--- config.mk ---
export PLATFORM = sky130hd
export DESIGN_NAME = cop_handshake_seq
export DESIGN_NICKNAME = d
export VERILOG_FILES = /design/src/rtl/cphs_pkg.sv /design/src/rtl/cphs_irq_prio.sv /design/src/rtl/cphs_addr_unit.sv /design/src/rtl/cphs_wait_ctr.sv /design/src/rtl/cop_handshake_seq.sv
export SDC_FILE = /design/constraint.sdc
export NUM_CORES = 1
export LEC_CHECK = 0
export ABC_CLOCK_PERIOD_IN_PS = 4940
export BUFFER_PORTS_ARGS = -buffer_cell sky130_fd_sc_hd__buf_2
export CORE_UTILIZATION = 44
export DETAILED_ROUTE_END_ITERATION = 16
export HOLD_SLACK_MARGIN = 0.1
export PLACE_DENSITY_LB_ADDON = 0.1
export SLEW_MARGIN = 0
export SYNTH_ARGS = -nofsm -noshare
export SYNTH_HDL_FRONTEND = slang
export SYNTH_SLANG_ARGS = --single-unit
--- constraint.sdc ---
create_clock -name clk -period 4.94 [get_ports clk]
set_input_delay 0.988 -clock clk [delete_from_list [all_inputs] [get_ports clk]]
set_output_delay 0.988 -clock clk [all_outputs]
set_load 0.01 [all_outputs]
--- src/rtl/cphs_pkg.sv ---
package cphs_pkg;

   typedef enum logic [2:0] {
      OP_WR_CP = 3'd0,
      OP_RD_CP = 3'd1,
      OP_CALC  = 3'd2,
      OP_LOAD  = 3'd3,
      OP_STORE = 3'd4
   } cp_op_e;

   typedef enum logic [2:0] {
      PH_FIRST = 3'd0,
      PH_BUSY  = 3'd1,
      PH_INTR  = 3'd2,
      PH_XFER  = 3'd3,
      PH_DATA  = 3'd4
   } phase_e;

   typedef enum logic [1:0] {
      RP_DONE = 2'd0,
      RP_BUSY = 2'd1,
      RP_CANT = 2'd2,
      RP_INC  = 2'd3
   } reply_e;

   typedef enum logic [2:0] {
      END_OK    = 3'd0,
      END_UNDEF = 3'd1,
      END_CPABT = 3'd2,
      END_DABT  = 3'd3,
      END_INTR  = 3'd4
   } end_e;

   typedef enum logic [1:0] {
      SRC_NONE = 2'd0,
      SRC_RST  = 2'd1,
      SRC_FAST = 2'd2,
      SRC_NORM = 2'd3
   } isrc_e;

   typedef enum logic [3:0] {
      ST_IDLE, ST_ASK, ST_WAIT, ST_INTR, ST_XFER,
      ST_DATA, ST_RDDATA, ST_GAP, ST_DONE
   } seq_state_e;

endpackage

--- src/rtl/cphs_irq_prio.sv ---
module cphs_irq_prio
   import cphs_pkg::*;
#(
   parameter bit HAS_FAST = 1'b1
) (
   input  logic  reset_req_i,
   input  logic  fiq_i,
   input  logic  fiq_dis_i,
   input  logic  irq_i,
   input  logic  irq_dis_i,
   output logic  pend_o,
   output isrc_e src_o
);
   logic fast_live;
   logic norm_live;

   generate
      if (HAS_FAST) begin : g_fast
         assign fast_live = fiq_i && !fiq_dis_i;
      end else begin : g_nofast
         assign fast_live = 1'b0 & fiq_i & fiq_dis_i;
      end
   endgenerate

   assign norm_live = irq_i && !irq_dis_i;

   always_comb begin
      if (reset_req_i)    src_o = SRC_RST;
      else if (fast_live) src_o = SRC_FAST;
      else if (norm_live) src_o = SRC_NORM;
      else                src_o = SRC_NONE;
   end

   assign pend_o = (src_o != SRC_NONE);
endmodule

--- src/rtl/cphs_addr_unit.sv ---
module cphs_addr_unit #(
   parameter int AW           = 32,
   parameter int STEP         = 4,
   parameter int ADDR_OK_BITS = 26,
   parameter int VEC_LIMIT    = 32
) (
   input  logic          clk,
   input  logic          rst_n,
   input  logic          load_i,
   input  logic          store_i,
   input  logic          adv_i,
   input  logic [AW-1:0] addr_i,
   output logic [AW-1:0] addr_o,
   output logic          bad_o
);
   logic range_exc;
   logic vec_hit;

   generate
      if (ADDR_OK_BITS >= AW) begin : g_norange
         assign range_exc = 1'b0;
      end else begin : g_range
         assign range_exc = |addr_i[AW-1:ADDR_OK_BITS];
      end
   endgenerate

   generate
      if (VEC_LIMIT <= 0) begin : g_novec
         assign vec_hit = 1'b0 & store_i;
      end else begin : g_vec
         assign vec_hit = store_i && (addr_i < AW'(VEC_LIMIT));
      end
   endgenerate

   always_ff @(posedge clk or negedge rst_n) begin
      if (!rst_n) begin
         addr_o <= '0;
         bad_o  <= 1'b0;
      end else if (load_i) begin
         addr_o <= addr_i;
         bad_o  <= range_exc || vec_hit;
      end else if (adv_i) begin
         addr_o <= addr_o + AW'(STEP);
      end
   end
endmodule

--- src/rtl/cphs_wait_ctr.sv ---
module cphs_wait_ctr #(
   parameter int CW = 8
) (
   input  logic          clk,
   input  logic          rst_n,
   input  logic          clr_i,
   input  logic          inc_i,
   output logic [CW-1:0] count_o
);
   localparam logic [CW-1:0] CNT_MAX = '1;

   always_ff @(posedge clk or negedge rst_n) begin
      if (!rst_n)                            count_o <= '0;
      else if (clr_i)                        count_o <= '0;
      else if (inc_i && count_o != CNT_MAX)  count_o <= count_o + 1'b1;
   end
endmodule

--- src/rtl/cop_handshake_seq.sv ---
module cop_handshake_seq
   import cphs_pkg::*;
#(
   parameter int DW           = 32,
   parameter int AW           = 32,
   parameter int CW           = 8,
   parameter int ADDR_OK_BITS = 26,
   parameter int VEC_LIMIT    = 32,
   parameter bit HAS_FAST     = 1'b1
) (
   input  logic          clk,
   input  logic          rst_n,
   input  logic          start_i,
   input  logic [2:0]    op_i,
   input  logic [AW-1:0] addr_i,
   input  logic [DW-1:0] src_data_i,
   input  logic [3:0]    flags_i,
   output logic          ready_o,
   output logic          cp_req_o,
   output logic [2:0]    cp_phase_o,
   output logic [DW-1:0] cp_wdata_o,
   input  logic [1:0]    cp_reply_i,
   input  logic [DW-1:0] cp_rdata_i,
   output logic          mem_req_o,
   output logic          mem_we_o,
   output logic [AW-1:0] mem_addr_o,
   output logic [DW-1:0] mem_wdata_o,
   input  logic [DW-1:0] mem_rdata_i,
   input  logic          mem_abort_i,
   input  logic          reset_req_i,
   input  logic          fiq_i,
   input  logic          fiq_dis_i,
   input  logic          irq_i,
   input  logic          irq_dis_i,
   output logic          done_o,
   output logic [2:0]    end_code_o,
   output logic [1:0]    intr_src_o,
   output logic [DW-1:0] rdata_o,
   output logic [CW-1:0] wait_cycles_o
);
   localparam int STEP   = DW / 8;
   localparam int FLAG_W = 4;

   generate
      if (DW % 8 != 0 || DW < 8) begin : g_bad_dw
         $error("cop_handshake_seq: DW must be a non-zero multiple of 8");
      end
      if (DW <= FLAG_W) begin : g_bad_flags
         $error("cop_handshake_seq: DW too small to carry the flags");
      end
      if (CW < 1) begin : g_bad_cw
         $error("cop_handshake_seq: CW must be at least 1");
      end
      if (ADDR_OK_BITS < 1) begin : g_bad_ok
         $error("cop_handshake_seq: ADDR_OK_BITS must be positive");
      end
   endgenerate

   seq_state_e   state;
   cp_op_e       op_q;
   logic [DW-1:0] src_q;
   logic          first_q;
   logic          mab_q;
   end_e          end_q;
   isrc_e         isrc_q;
   logic [DW-1:0] rdata_q;

   reply_e rep;
   logic   is_mem;
   logic   accept;
   logic   addr_bad;
   logic   pend;
   isrc_e  pend_src;
   logic   adv;

   assign rep    = reply_e'(cp_reply_i);
   assign is_mem = (op_q == OP_LOAD) || (op_q == OP_STORE);
   assign accept = (state == ST_IDLE) && start_i;
   assign adv    = (state == ST_DATA) && (rep == RP_INC);

   cphs_irq_prio #(.HAS_FAST(HAS_FAST)) u_prio (
      .reset_req_i (reset_req_i),
      .fiq_i       (fiq_i),
      .fiq_dis_i   (fiq_dis_i),
      .irq_i       (irq_i),
      .irq_dis_i   (irq_dis_i),
      .pend_o      (pend),
      .src_o       (pend_src)
   );

   cphs_addr_unit #(
      .AW(AW), .STEP(STEP), .ADDR_OK_BITS(ADDR_OK_BITS), .VEC_LIMIT(VEC_LIMIT)
   ) u_addr (
      .clk     (clk),
      .rst_n   (rst_n),
      .load_i  (accept),
      .store_i (op_i == 3'(OP_STORE)),
      .adv_i   (adv),
      .addr_i  (addr_i),
      .addr_o  (mem_addr_o),
      .bad_o   (addr_bad)
   );

   cphs_wait_ctr #(.CW(CW)) u_wait (
      .clk     (clk),
      .rst_n   (rst_n),
      .clr_i   (accept),
      .inc_i   (state == ST_WAIT),
      .count_o (wait_cycles_o)
   );

   // Request side: every output is a function of registered state only,
   // so the coprocessor sees a stable phase for the whole cycle.
   always_comb begin
      cp_req_o   = 1'b0;
      cp_phase_o = 3'(PH_FIRST);
      unique case (state)
         ST_ASK: begin
            cp_req_o   = 1'b1;
            cp_phase_o = first_q ? 3'(PH_FIRST) : 3'(PH_BUSY);
         end
         ST_INTR: begin
            cp_req_o   = 1'b1;
            cp_phase_o = 3'(PH_INTR);
         end
         ST_XFER: begin
            cp_req_o   = 1'b1;
            cp_phase_o = 3'(PH_XFER);
         end
         ST_DATA, ST_RDDATA: begin
            cp_req_o   = 1'b1;
            cp_phase_o = 3'(PH_DATA);
         end
         default: ;
      endcase
   end

   assign mem_req_o   = (state == ST_DATA) && is_mem && !addr_bad;
   assign mem_we_o    = mem_req_o && (op_q == OP_STORE);
   assign mem_wdata_o = cp_rdata_i;
   assign cp_wdata_o  = ((state == ST_DATA) && (op_q == OP_LOAD)) ? mem_rdata_i : src_q;

   assign ready_o    = (state == ST_IDLE);
   assign done_o     = (state == ST_DONE);
   assign end_code_o = 3'(end_q);
   assign intr_src_o = 2'(isrc_q);
   assign rdata_o    = rdata_q;

   always_ff @(posedge clk or negedge rst_n) begin
      if (!rst_n) begin
         state   <= ST_IDLE;
         op_q    <= OP_WR_CP;
         src_q   <= '0;
         first_q <= 1'b0;
         mab_q   <= 1'b0;
         end_q   <= END_OK;
         isrc_q  <= SRC_NONE;
         rdata_q <= '0;
      end else begin
         unique case (state)
            ST_IDLE: if (start_i) begin
               state   <= ST_ASK;
               op_q    <= cp_op_e'(op_i);
               src_q   <= src_data_i;
               first_q <= 1'b1;
               mab_q   <= 1'b0;
               isrc_q  <= SRC_NONE;
            end
            ST_ASK: begin
               unique case (rep)
                  RP_BUSY: begin
                     state   <= ST_WAIT;
                     first_q <= 1'b0;
                  end
                  RP_CANT: begin
                     state <= ST_DONE;
                     end_q <= is_mem ? END_CPABT : END_UNDEF;
                     if (op_q == OP_RD_CP)
                        rdata_q <= {flags_i, {(DW-FLAG_W){1'b0}}};
                  end
                  default: begin
                     if (is_mem)
                        state <= ST_XFER;
                     else if (op_q == OP_RD_CP)
                        state <= ST_RDDATA;
                     else begin
                        state <= ST_DONE;
                        end_q <= END_OK;
                     end
                  end
               endcase
            end
            ST_WAIT: begin
               if (pend) begin
                  state  <= ST_INTR;
                  isrc_q <= pend_src;
               end else begin
                  state <= ST_ASK;
               end
            end
            ST_INTR: begin
               state <= ST_DONE;
               end_q <= END_INTR;
            end
            ST_XFER: state <= ST_DATA;
            ST_DATA: begin
               if (mem_req_o && mem_abort_i) mab_q <= 1'b1;
               if (rep != RP_INC) begin
                  state <= ST_DONE;
                  end_q <= (addr_bad || mab_q || (mem_req_o && mem_abort_i))
                           ? END_DABT : END_OK;
               end
            end
            ST_RDDATA: begin
               rdata_q <= cp_rdata_i;
               state   <= ST_GAP;
            end
            ST_GAP: begin
               state <= ST_DONE;
               end_q <= END_OK;
            end
            ST_DONE: state <= ST_IDLE;
            default: state <= ST_IDLE;
         endcase
      end
   end
endmodule

==> flow_summary.yaml <==
place:
  io_buffers: 294
  pre_cts_ws_ps: 1830
  dp_hpwl_um: 13600
  place_congestion: 0.847
sta:
  post-route-period-util: 0.717
  period_needed_ps: 3540
  hold_ws_ps: 470
  fin_skew_ps: 10.4
  setup_slack_ps: 1400
  rsz0062_at_grt: "no"
  hold_violations: 0
  relSlewSlack: 0.248
  slew_viol_final: 0
  worst_pin_slew_ps: 1120
  tns_ps: 0
  setup_violations: 0
  fmax_mhz: 282
synthesis:
  synth.top_cells.by_area: "dfrtp_1, nand2_1, mux2_1, a22o_1, buf_4"
  synth_top_cell_by_area: "dfrtp_1"
  yosysSeqAreaShare: 0.473
  synth.distinct_cells: 65
  syn_avg_cell_area_sq_um: 9.55
  async_reset_ff_frac: 1.00
  synth_top_area_frac: 0.473
  ys_ff_latch: 119
  ys_warn_count: 0
  synth_common_cells: "nand2_1, dfrtp_1, buf_4, mux2_1, a22o_1"
  syn-num-nets: 810
  netlist_area_sq_mm: 0.00629
  netlist_instances: 659
  yosysMostFrequentCell: "nand2_1"
  synth-edff-count: 0
  synth_flop_cell: "dfrtp_1"
setup_path:
  arrival_ps: 2550
  crit_fanout: 32
  worstSetupPathType: "flip-flop to output port"
  cp-start-kind: "flip-flop"
  end_kind: "output port"
  timing.reg2reg.setup_slack_ps: 2180
  worst-endpoint-required_ps: 3950
die:
  start_util: 0.452
  die_y_um: 122
  coreArea_sq_mm: 0.0139
  die_area_sq_mm: 0.0148
  dieWidth_um: 122
  placementRows: 43
  io_pins: 295
final_layout:
  area_growth_pct: 29.3
  post-route-util: 0.584
  diodes: 0
  final_nets: 1059
  fill_cells: 1291
  drive_gt1_frac: 0.373
clocking:
  clock_sinks: 119
  cts_resized: 0
  clock_latency_ps: 410
  cts_buffers: 17
  clk_path_buf_depth: 2
  clk_pin_slew_ps: 50
  cts_tree: "yes"
  hold_buffers: 0
  root_buffer: "clkbuf_16"
  post_cts_buffers: 0
  cts_max_level: 4
detailed_routing:
  drt_wl_total_um: 18800
  antenna_left: 0
  via_per_inst: 5.42
  drt_pass1_iterations: 5
  drc: 0
  wl_per_cell_um: 17.1
  dr.first_iter.drc_count: 264
  vias: 5942
run_status:
  outcome: "finished, final reports clean"
grt:
  antenna_found_initial: 2
  grt_overflow_total: 0
  grt_pass1_wl_um: 28600
  grt_usage: 0.253
  grt_max_degree: 77
  grt_pass1_vias: 5602
hold_path:
  hp-class: "flip-flop to flip-flop"
power:
  p_per_area_mw_per_mm2: 556
  vdd.ir_drop.worst_mv: 0.284
  p_leak_nw: 4.24
  p_total_mw: 4.53
flow_run:
  maxCapViolations: 0
[sequential cells by signal (all words and copies together), names as in the netlist, 2 cells and up]
register,cells
end_code_o,3
intr_src_o,2
op_q,3
src_q,32
state,4
u_wait.count_o,8
u_addr.addr_o,32
rdata_o,32
[cell usage in the layout, fill, tap and decap left out, drive strengths merged, types with 2 or more instances in the layout]
cell / Yosys / routed
o211ai: 5 / 5
a22oi: 3 / 3
mux2i: 7 / 7
nand2: 158 / 158
o31ai: 2 / 2
nand2b: 7 / 7
clkinv: 0 / 5
nor2b: 4 / 4
xnor2: 2 / 2
o21ai: 32 / 32
nor3b: 5 / 5
and4: 5 / 5
inv: 10 / 10
nand3b: 2 / 2
clkbuf: 13 / 22
nor3: 6 / 6
dfrtp: 119 / 119
nand4b: 2 / 2
nand4: 14 / 14
or3: 3 / 3
and3: 6 / 6
mux2: 35 / 35
nor2: 25 / 25
buf: 58 / 301
a21oi: 17 / 17
and2: 3 / 3
xor2: 8 / 8
nand3: 23 / 23
o22ai: 2 / 2
nor4: 14 / 14
nor4b: 3 / 3
o311ai: 8 / 8
a22o: 29 / 29
a221o: 5 / 5
a31oi: 3 / 3
ha: 5 / 5
[power breakdown]
part / switching (mW) / total (mW) / internal, mW
Clock: 0.415 / 1.10 / 0.686
Combinational: 0.945 / 1.69 / 0.743
Sequential: 0.378 / 1.74 / 1.36
[worst paths after layout]
path | from | end | depth (start not counted)
max in group asynchronous | rst_n | u_addr.addr_o[3] | 2
worst min register to register | src_q[11] | src_q[11] | 2
min in group asynchronous | rst_n | rdata_o[14] | 1
worst max-delay path | state[2] | cp_wdata_o[25] | 5
worst min-delay path | src_q[11] | src_q[11] | 2
worst max register to register | state[2] | u_addr.addr_o[4] | 5
[layout make-up]
type	instances	area [sq um]	share of cell area
clock buffer	22	454	0.0558
clock inverter	6	55.1	0.00676
inverter	10	37.5	0.00461
multi-input combinational	459	2860	0.352
sequential	119	2980	0.366
tap	180	225	0.0277
timing repair buffer	301	1530	0.188
[per-stage QoR]
step / area, sq um / instances
global route: 8140 / 1097
CTS: 8140 / 1097
detailed placement: 7630 / 1069
global placement: 7630 / 1069
finish: 8140 / 1097
floorplan: 6290 / 659
[critical path: stages, from the launching register on]
cell and delay (ps):
dfrtp_1 730, and4bb_2 360, and3_1 160, buf_4 360
mux2_1 370, buf_2 140
[kinds of logic after synthesis]
| logic type | after synthesis | synth area share |
|---|---|---|
| adders and majority gates | 5 | 0.00994 |
| and+or+nand+nor | 285 | 0.222 |
| buffers and inverters | 81 | 0.0732 |
| AOI/OAI and AO/OA | 117 | 0.133 |
| xor gates and xnor gates | 10 | 0.0139 |
| DFF | 119 | 0.473 |
| muxes | 42 | 0.0750 |
[per-layer routing]
layer | wire [um] | global-route usage
met2 | 9430 | 0.430
met1 | 7810 | 0.306
met3 | 1140 | 0.0623
met5 | 13 | 0
met4 | 387 | 0.106
(Power assumes the default switching activity.)
